--- config.mk ---
export PLATFORM = sky130hd
export DESIGN_NAME = mbox_issue_engine
export DESIGN_NICKNAME = d
export VERILOG_FILES = /design/src/rtl/mbx_pkg.sv /design/src/rtl/mbx_dpath.sv /design/src/rtl/mbx_ctrl.sv /design/src/rtl/mbox_issue_engine.sv
export SDC_FILE = /design/constraint.sdc
export NUM_CORES = 1
export LEC_CHECK = 0
export ABC_AREA = 0
export BUFFER_PORTS_ARGS = -buffer_cell sky130_fd_sc_hd__buf_2
export CORE_MARGIN = 2
export CORE_UTILIZATION = 39
export DETAILED_ROUTE_END_ITERATION = 6
export MAX_ROUTING_LAYER = met4
export PLACE_DENSITY = 0.68
export SYNTH_ARGS = -nofsm -noshare
export SYNTH_HDL_FRONTEND = slang
export SYNTH_HIERARCHICAL = 1
export SYNTH_SLANG_ARGS = --single-unit
--- constraint.sdc ---
create_clock -name clk -period 6.08 [get_ports clk]
set_input_delay 0.608 -clock clk [delete_from_list [all_inputs] [get_ports clk]]
set_output_delay 0.608 -clock clk [all_outputs]
set_load 0.005 [all_outputs]
--- src/rtl/mbx_pkg.sv ---
package mbx_pkg;

  // bus access selected by the control for the current cycle
  typedef enum logic [1:0] {
    BUS_NONE     = 2'd0,
    BUS_WR_DATA  = 2'd1,
    BUS_WR_IFACE = 2'd2,
    BUS_RD_IFACE = 2'd3
  } busOp_e;

  typedef enum logic [2:0] {
    ST_IDLE     = 3'd0,
    ST_WR_DATA  = 3'd1,
    ST_WR_IFACE = 3'd2,
    ST_POLL     = 3'd3,
    ST_GAP      = 3'd4,
    ST_DONE     = 3'd5
  } state_e;

  // strobes from control to datapath
  typedef struct packed {
    logic   latchReq;
    logic   clrErr;
    logic   setErr;
    logic   clrAttempt;
    logic   incAttempt;
    logic   clrPoll;
    logic   incPoll;
    logic   clrGap;
    logic   incGap;
    busOp_e busOp;
  } ctlStrobe_t;

  // conditions from datapath to control
  typedef struct packed {
    logic opZero;
    logic rdBusy;
    logic rdOk;
    logic pollLast;
    logic attemptLast;
    logic gapLast;
  } dpStatus_t;

endpackage

--- src/rtl/mbx_dpath.sv ---
module mbx_dpath
  import mbx_pkg::*;
#(
  parameter int DATA_W        = 32,
  parameter int OP_W          = 8,
  parameter int ADDR_W        = 16,
  parameter int CODE_W        = 16,
  parameter logic [ADDR_W-1:0] IFACE_ADDR = 16'h6C00,
  parameter logic [ADDR_W-1:0] DATA_ADDR  = 16'h6C04,
  parameter logic [CODE_W-1:0] OK_CODE    = 16'h0040,
  parameter int POLL_LIMIT    = 100,
  parameter int ATTEMPT_LIMIT = 10,
  parameter int GAP_CYCLES    = 2000
) (
  input  logic              clk,
  input  logic              rstN,
  input  ctlStrobe_t        stb,
  input  logic [OP_W-1:0]   reqOpcode,
  input  logic [DATA_W-1:0] reqPayload,
  input  logic [DATA_W-1:0] busRdata,
  output dpStatus_t         st,
  output logic              doneErr,
  output logic              busReq,
  output logic              busWrite,
  output logic [ADDR_W-1:0] busAddr,
  output logic [DATA_W-1:0] busWdata
);

  localparam int PW = $clog2(POLL_LIMIT + 1);
  localparam int AW = $clog2(ATTEMPT_LIMIT + 1);
  localparam int GW = $clog2(GAP_CYCLES + 1);
  localparam int RUN_BIT = DATA_W - 1;
  localparam logic [PW-1:0] POLL_TOP = PW'(POLL_LIMIT - 1);
  localparam logic [AW-1:0] ATT_TOP  = AW'(ATTEMPT_LIMIT - 1);
  localparam logic [GW-1:0] GAP_TOP  = GW'(GAP_CYCLES - 1);

  logic [DATA_W-1:0] payloadReg;
  logic [OP_W-1:0]   opReg;
  logic [PW-1:0]     pollCnt;
  logic [AW-1:0]     attemptCnt;
  logic [GW-1:0]     gapCnt;
  logic              errReg;

  // request capture
  always_ff @(posedge clk) begin
    if (!rstN) begin
      payloadReg <= '0;
      opReg      <= '0;
    end else if (stb.latchReq) begin
      payloadReg <= reqPayload;
      opReg      <= reqOpcode;
    end
  end

  // poll counter: reads done in the current attempt
  always_ff @(posedge clk) begin
    if (!rstN)              pollCnt <= '0;
    else if (stb.clrPoll)   pollCnt <= '0;
    else if (stb.incPoll)   pollCnt <= pollCnt + 1'b1;
  end

  // attempt counter: failed attempts so far
  always_ff @(posedge clk) begin
    if (!rstN)                attemptCnt <= '0;
    else if (stb.clrAttempt)  attemptCnt <= '0;
    else if (stb.incAttempt)  attemptCnt <= attemptCnt + 1'b1;
  end

  // inter-poll spacing counter
  always_ff @(posedge clk) begin
    if (!rstN)             gapCnt <= '0;
    else if (stb.clrGap)   gapCnt <= '0;
    else if (stb.incGap)   gapCnt <= gapCnt + 1'b1;
  end

  always_ff @(posedge clk) begin
    if (!rstN)             errReg <= 1'b0;
    else if (stb.clrErr)   errReg <= 1'b0;
    else if (stb.setErr)   errReg <= 1'b1;
  end

  assign doneErr = errReg;

  // status towards the control
  always_comb begin
    st.opZero      = (reqOpcode == '0);
    st.rdBusy      = busRdata[RUN_BIT];
    st.rdOk        = (busRdata[CODE_W-1:0] == OK_CODE);
    st.pollLast    = (pollCnt == POLL_TOP);
    st.attemptLast = (attemptCnt == ATT_TOP);
    st.gapLast     = (gapCnt == GAP_TOP);
  end

  logic unusedRdBits;
  assign unusedRdBits = ^busRdata[RUN_BIT-1:CODE_W];

  // bus port mux
  always_comb begin
    busReq   = (stb.busOp != BUS_NONE);
    busWrite = 1'b0;
    busAddr  = '0;
    busWdata = '0;
    unique case (stb.busOp)
      BUS_WR_DATA: begin
        busWrite = 1'b1;
        busAddr  = DATA_ADDR;
        busWdata = payloadReg;
      end
      BUS_WR_IFACE: begin
        busWrite = 1'b1;
        busAddr  = IFACE_ADDR;
        busWdata = {1'b1, {(DATA_W-1-OP_W){1'b0}}, opReg};
      end
      BUS_RD_IFACE: begin
        busAddr  = IFACE_ADDR;
      end
      default: ;
    endcase
  end

  // never more reads in an attempt than the budget allows
  a_r6_poll_bound: assert property (@(posedge clk) disable iff (!rstN)
    pollCnt <= PW'(POLL_LIMIT));

  // attempt count stays inside the retry budget
  a_r7_attempt_bound: assert property (@(posedge clk) disable iff (!rstN)
    attemptCnt < AW'(ATTEMPT_LIMIT));

  // every command-register write carries the run flag
  a_r2_run_flag: assert property (@(posedge clk) disable iff (!rstN)
    (busReq && busWrite && busAddr == IFACE_ADDR) |-> busWdata[RUN_BIT]);

endmodule

--- src/rtl/mbx_ctrl.sv ---
module mbx_ctrl
  import mbx_pkg::*;
(
  input  logic       clk,
  input  logic       rstN,
  input  logic       reqValid,
  input  logic       busAck,
  input  dpStatus_t  st,
  output logic       reqReady,
  output logic       doneValid,
  output ctlStrobe_t stb
);

  state_e state, stateNext;

  always_ff @(posedge clk) begin
    if (!rstN) state <= ST_IDLE;
    else       state <= stateNext;
  end

  always_comb begin
    stateNext = state;
    stb       = '0;
    stb.busOp = BUS_NONE;
    reqReady  = 1'b0;
    doneValid = 1'b0;
    unique case (state)
      ST_IDLE: begin
        reqReady = 1'b1;
        if (reqValid) begin
          stb.latchReq   = 1'b1;
          stb.clrErr     = 1'b1;
          stb.clrAttempt = 1'b1;
          stateNext      = st.opZero ? ST_DONE : ST_WR_DATA;
        end
      end
      ST_WR_DATA: begin
        stb.busOp = BUS_WR_DATA;
        if (busAck) stateNext = ST_WR_IFACE;
      end
      ST_WR_IFACE: begin
        stb.busOp = BUS_WR_IFACE;
        if (busAck) begin
          stb.clrPoll = 1'b1;
          stateNext   = ST_POLL;
        end
      end
      ST_POLL: begin
        stb.busOp = BUS_RD_IFACE;
        if (busAck) begin
          stb.incPoll = 1'b1;
          if (!st.rdBusy && st.rdOk) begin
            stateNext = ST_DONE;
          end else if (!st.rdBusy || st.pollLast) begin
            // attempt failed
            if (st.attemptLast) begin
              stb.setErr = 1'b1;
              stateNext  = ST_DONE;
            end else begin
              stb.incAttempt = 1'b1;
              stateNext      = ST_WR_DATA;
            end
          end else begin
            stb.clrGap = 1'b1;
            stateNext  = ST_GAP;
          end
        end
      end
      ST_GAP: begin
        stb.incGap = 1'b1;
        if (st.gapLast) stateNext = ST_POLL;
      end
      ST_DONE: begin
        doneValid = 1'b1;
        stateNext = ST_IDLE;
      end
      default: stateNext = ST_IDLE;
    endcase
  end

  // completion is a single-cycle pulse
  a_r9_done_pulse: assert property (@(posedge clk) disable iff (!rstN)
    doneValid |=> !doneValid);

  // no new request accepted while completing
  a_r9_ready_low_done: assert property (@(posedge clk) disable iff (!rstN)
    doneValid |-> !reqReady);

  // an idle engine drives no bus access
  a_r8_idle_quiet: assert property (@(posedge clk) disable iff (!rstN)
    reqReady |-> (stb.busOp == BUS_NONE));

endmodule

--- src/rtl/mbox_issue_engine.sv ---
module mbox_issue_engine
  import mbx_pkg::*;
#(
  parameter int DATA_W        = 32,
  parameter int OP_W          = 8,
  parameter int ADDR_W        = 16,
  parameter int POLL_LIMIT    = 100,
  parameter int ATTEMPT_LIMIT = 10,
  parameter int CLK_HZ        = 200_000_000,
  parameter int GAP_US        = 10,
  parameter int GAP_CYCLES    = (CLK_HZ / 1_000_000) * GAP_US
) (
  input  logic              clk,
  input  logic              rstN,
  input  logic              reqValid,
  output logic              reqReady,
  input  logic [OP_W-1:0]   reqOpcode,
  input  logic [DATA_W-1:0] reqPayload,
  output logic              doneValid,
  output logic              doneErr,
  output logic              busReq,
  output logic              busWrite,
  output logic [ADDR_W-1:0] busAddr,
  output logic [DATA_W-1:0] busWdata,
  input  logic              busAck,
  input  logic [DATA_W-1:0] busRdata
);

  ctlStrobe_t stb;
  dpStatus_t  st;

  mbx_ctrl u_ctrl (
    .clk       (clk),
    .rstN      (rstN),
    .reqValid  (reqValid),
    .busAck    (busAck),
    .st        (st),
    .reqReady  (reqReady),
    .doneValid (doneValid),
    .stb       (stb)
  );

  mbx_dpath #(
    .DATA_W        (DATA_W),
    .OP_W          (OP_W),
    .ADDR_W        (ADDR_W),
    .POLL_LIMIT    (POLL_LIMIT),
    .ATTEMPT_LIMIT (ATTEMPT_LIMIT),
    .GAP_CYCLES    (GAP_CYCLES)
  ) u_dpath (
    .clk        (clk),
    .rstN       (rstN),
    .stb        (stb),
    .reqOpcode  (reqOpcode),
    .reqPayload (reqPayload),
    .busRdata   (busRdata),
    .st         (st),
    .doneErr    (doneErr),
    .busReq     (busReq),
    .busWrite   (busWrite),
    .busAddr    (busAddr),
    .busWdata   (busWdata)
  );

  // a pending access holds still until acknowledged
  a_r10_hold_access: assert property (@(posedge clk) disable iff (!rstN)
    (busReq && !busAck) |=> (busReq && $stable(busAddr) && $stable(busWrite)
                             && $stable(busWdata)));

endmodule

==> flow_metrics.tcl <==
set metrics [dict create \
    critPathSlowestCell "ha_1" \
    htree_levels 3 \
    p_leak_nw 1.84 \
    synthToLayoutAreaGrowth_pct 19.7 \
    dpl_cell_area_um2 3860 \
    ys_warn_count 6 \
    ctsHoldBuffers 0 \
    power.total_w 0.00105 \
    synth-edff-count 0 \
    cts_tree "yes" \
    grt_overflow_total 0 \
    via_per_inst 4.93 \
    drc 0 \
    clockBufferDepth 2 \
    tns_ps 0 \
    wl_per_cell_um 13.0 \
    rsz0062_at_grt "false" \
    hold_class "flip-flop to flip-flop" \
    drt-pass1-iter-count 4 \
    cp-end-kind "output port" \
    ys_ff_latch 66 \
    final_util_pct 47.5 \
    setup_viol 0 \
    period_minus_slack_ps 3240 \
    relSlewSlack_pct 32.1 \
    grt_pass1_vias 2836 \
    fin_area_um2 4080 \
    worst_clock_skew_ps 4.85 \
    arrival_ps 2630 \
    synth-simple-area-share_pct 27.1 \
    clockRootBuffer "clkbuf_8" \
    synth_top_family_by_area "simple AND/OR/NAND/NOR gates" \
    start_util_pct 39.6 \
    whs_ps 483 \
    cts_resized 0 \
    syn-mean-instance-area_um2 9.46 \
    antenna_cells 0 \
    cts_inserted_buffers 9 \
    netlist.area_leader.share_pct 38.8 \
    drtAntennaViolNets 0 \
    post_cts_buffers 0 \
    crit_type "flip-flop to output port" \
    synth-main-ff-cell "dfxtp_1" \
    num_vias 2752 \
    cp_top_family "adder cells" \
    max_freq_ghz 0.309 \
    hold_violations 0 \
    synth.area.mux_share_pct 13.1 \
    worst_pin_slew_ps 1020 \
    syn_inst 360 \
    slew_violations 0 \
    drive_gt1_share_pct 28.2 \
    worst_path_most_repeated_cell "inv_1" \
    gp_congestion 0.825 \
    critical_path.max_stage_delay_ps 840 \
    seq_area_frac_synth_pct 38.8 \
    rows 34 \
    pwr_density_cell_nw_per_um2 259 \
    synth_compound_area_share_pct 7.24 \
    grt_pass1_wl_um 12400 \
    synth_top_area_cell "dfxtp_1" \
    path_buf_inv 3 \
    synthAdderAreaFrac_pct 2.94 \
    nets 529 \
    crit_fanout 32 \
    path_clk_slew_ps 70 \
    die_y_um 97.5 \
    critPathLaunchType "flip-flop" \
    dp_hpwl_um 5130 \
    ys_async_sr_fraction_pct 0 \
    dieArea_um2 9500 \
    clock_latency_ps 330 \
    grt_max_degree 50 \
    cp_cell_sequence "nand2b_1 > inv_1 > inv_1 > ha_1 > a22oi_1 > nor2b_1 > buf_2" \
    drt_iter0_drc 79 \
    antenna_found_initial 0 \
    grt_usage_pct 16.0 \
    coreArea_um2 8590 \
    ios 129 \
    synth.area.top_cells "dfxtp_1 39%, mux2i_1 13%, nor2b_1 9.9%, and3_1 4.6%, buf_4 4.2%" \
    min_period_over_period_pct 53.3 \
    synth_xor_area_share_pct 2.83 \
    status "finished, final reports clean" \
    maxCapViolCount 0 \
    totalWireLength_um 7230 \
    crit_required_ps 5470 \
    ys_types 45 \
    cts_sinks 66 \
    fill_cells 879 \
    io_buffers 102 \
    die_w_um 97.5 \
    syn_area_um2 3410 \
    ir_drop_mv 0.149 \
]
==> power by group <==
group	total (W)	switching [W]	internal [W]	leakage, nW
clock	0.000406	0.000165	0.000241	0.109
sequential	0.000474	0.0000168	0.000457	0.538
combinational	0.000174	0.0000919	0.0000824	1.20
==> per-stage QoR <==
stage          setup slack, ps  cells
6_report                  2840    558
4_1_cts                   2770    558
3_3_place_gp              3150    542
2_1_floorplan             4020    370
5_1_grt                   2530    558
3_5_place_dp              3160    542
==> area by class of cell <==
type	instances	area [um^2]	share of cell area [%]
multi-input combinational	257	1850	45.5
sequential	66	1320	32.4
timing repair buffer	103	518	12.7
clock buffer	11	141	3.47
tap	108	135	3.31
clock inverter	5	77.6	1.90
inverter	8	30.0	0.736
==> metal layers <==
metal | vias up | part of all wire (%) | wire, um | global-route usage (%)
met2 | 76 | 50 | 3600 | 28.2
met5 | - | 0 | 0 | -
met1 | 1276 | 43 | 3100 | 17.5
met4 | 0 | 1.4 | 104 | 4.17
li1 | 1387 | - | - | -
met3 | 13 | 5.8 | 416 | 5.11
==> synthesized netlist by cell type, drive strengths merged (7+ instances only) <==
cell type   n
dfxtp      66
nor2       17
nand2       8
nor2b      54
a21oi      11
xor2        7
and3       25
o21ai       7
nand4       8
ha          8
mux2i      43
buf        25
clkbuf     14
a22oi       8
inv         8
==> cell families (layout without fill, tap and decap cells) <==
group | Yosys count | in the layout
mux | 44 | 44
simple gates | 148 | 148
flops | 66 | 66
other cells | 1 | 11
buf+inv | 47 | 127
fa+ha+maj | 8 | 8
compound gates | 35 | 35
xor+xnor | 11 | 11
==> state kept, by name (all words and copies together), names as in the netlist <==
signal / count
u_dpath/pollCnt: 7
u_dpath/attemptCnt: 4
u_dpath/gapCnt: 11
u_dpath/opReg: 8
u_dpath/doneErr: 1
u_dpath/payloadReg: 32
u_ctrl/state: 3
==> worst min-delay path: cells and delay by family, from the launching register on <==
kind	cells	cell delay, ps
compound gates	2	120
flops	1	320
==> final timing paths <==
path	start	to	slack, ps	cells after the start
worst min register to register	u_dpath/gapCnt[10]	u_dpath/gapCnt[10]	480	2
worst max register to register	u_dpath/pollCnt[0]	u_dpath/attemptCnt[3]	3740	8
worst min-delay path	u_dpath/gapCnt[10]	u_dpath/gapCnt[10]	480	2
worst max-delay path	u_ctrl/state[2]	busWdata[5]	2840	7
==> layout by cell type, fill, tap and decap left out, types with 4 or more instances in the layout <==
cell | Yosys | layout
inv_1 | 8 | 8
dfxtp_1 | 66 | 66
ha_1 | 8 | 8
nor4_1 | 5 | 5
and3_1 | 25 | 25
nand4_1 | 7 | 7
nand2_1 | 8 | 8
nor2b_1 | 54 | 54
a21oi_1 | 11 | 11
nand2b_1 | 5 | 5
mux2i_1 | 43 | 43
xor2_1 | 7 | 7
buf_2 | 4 | 102
xnor2_1 | 4 | 4
o21ai_0 | 7 | 7
clkbuf_8 | 0 | 10
or4_1 | 5 | 5
nor2_1 | 16 | 16
a22oi_1 | 8 | 8
conb_1 | 1 | 11
No activity file was read; power rests on OpenSTA's default activity.
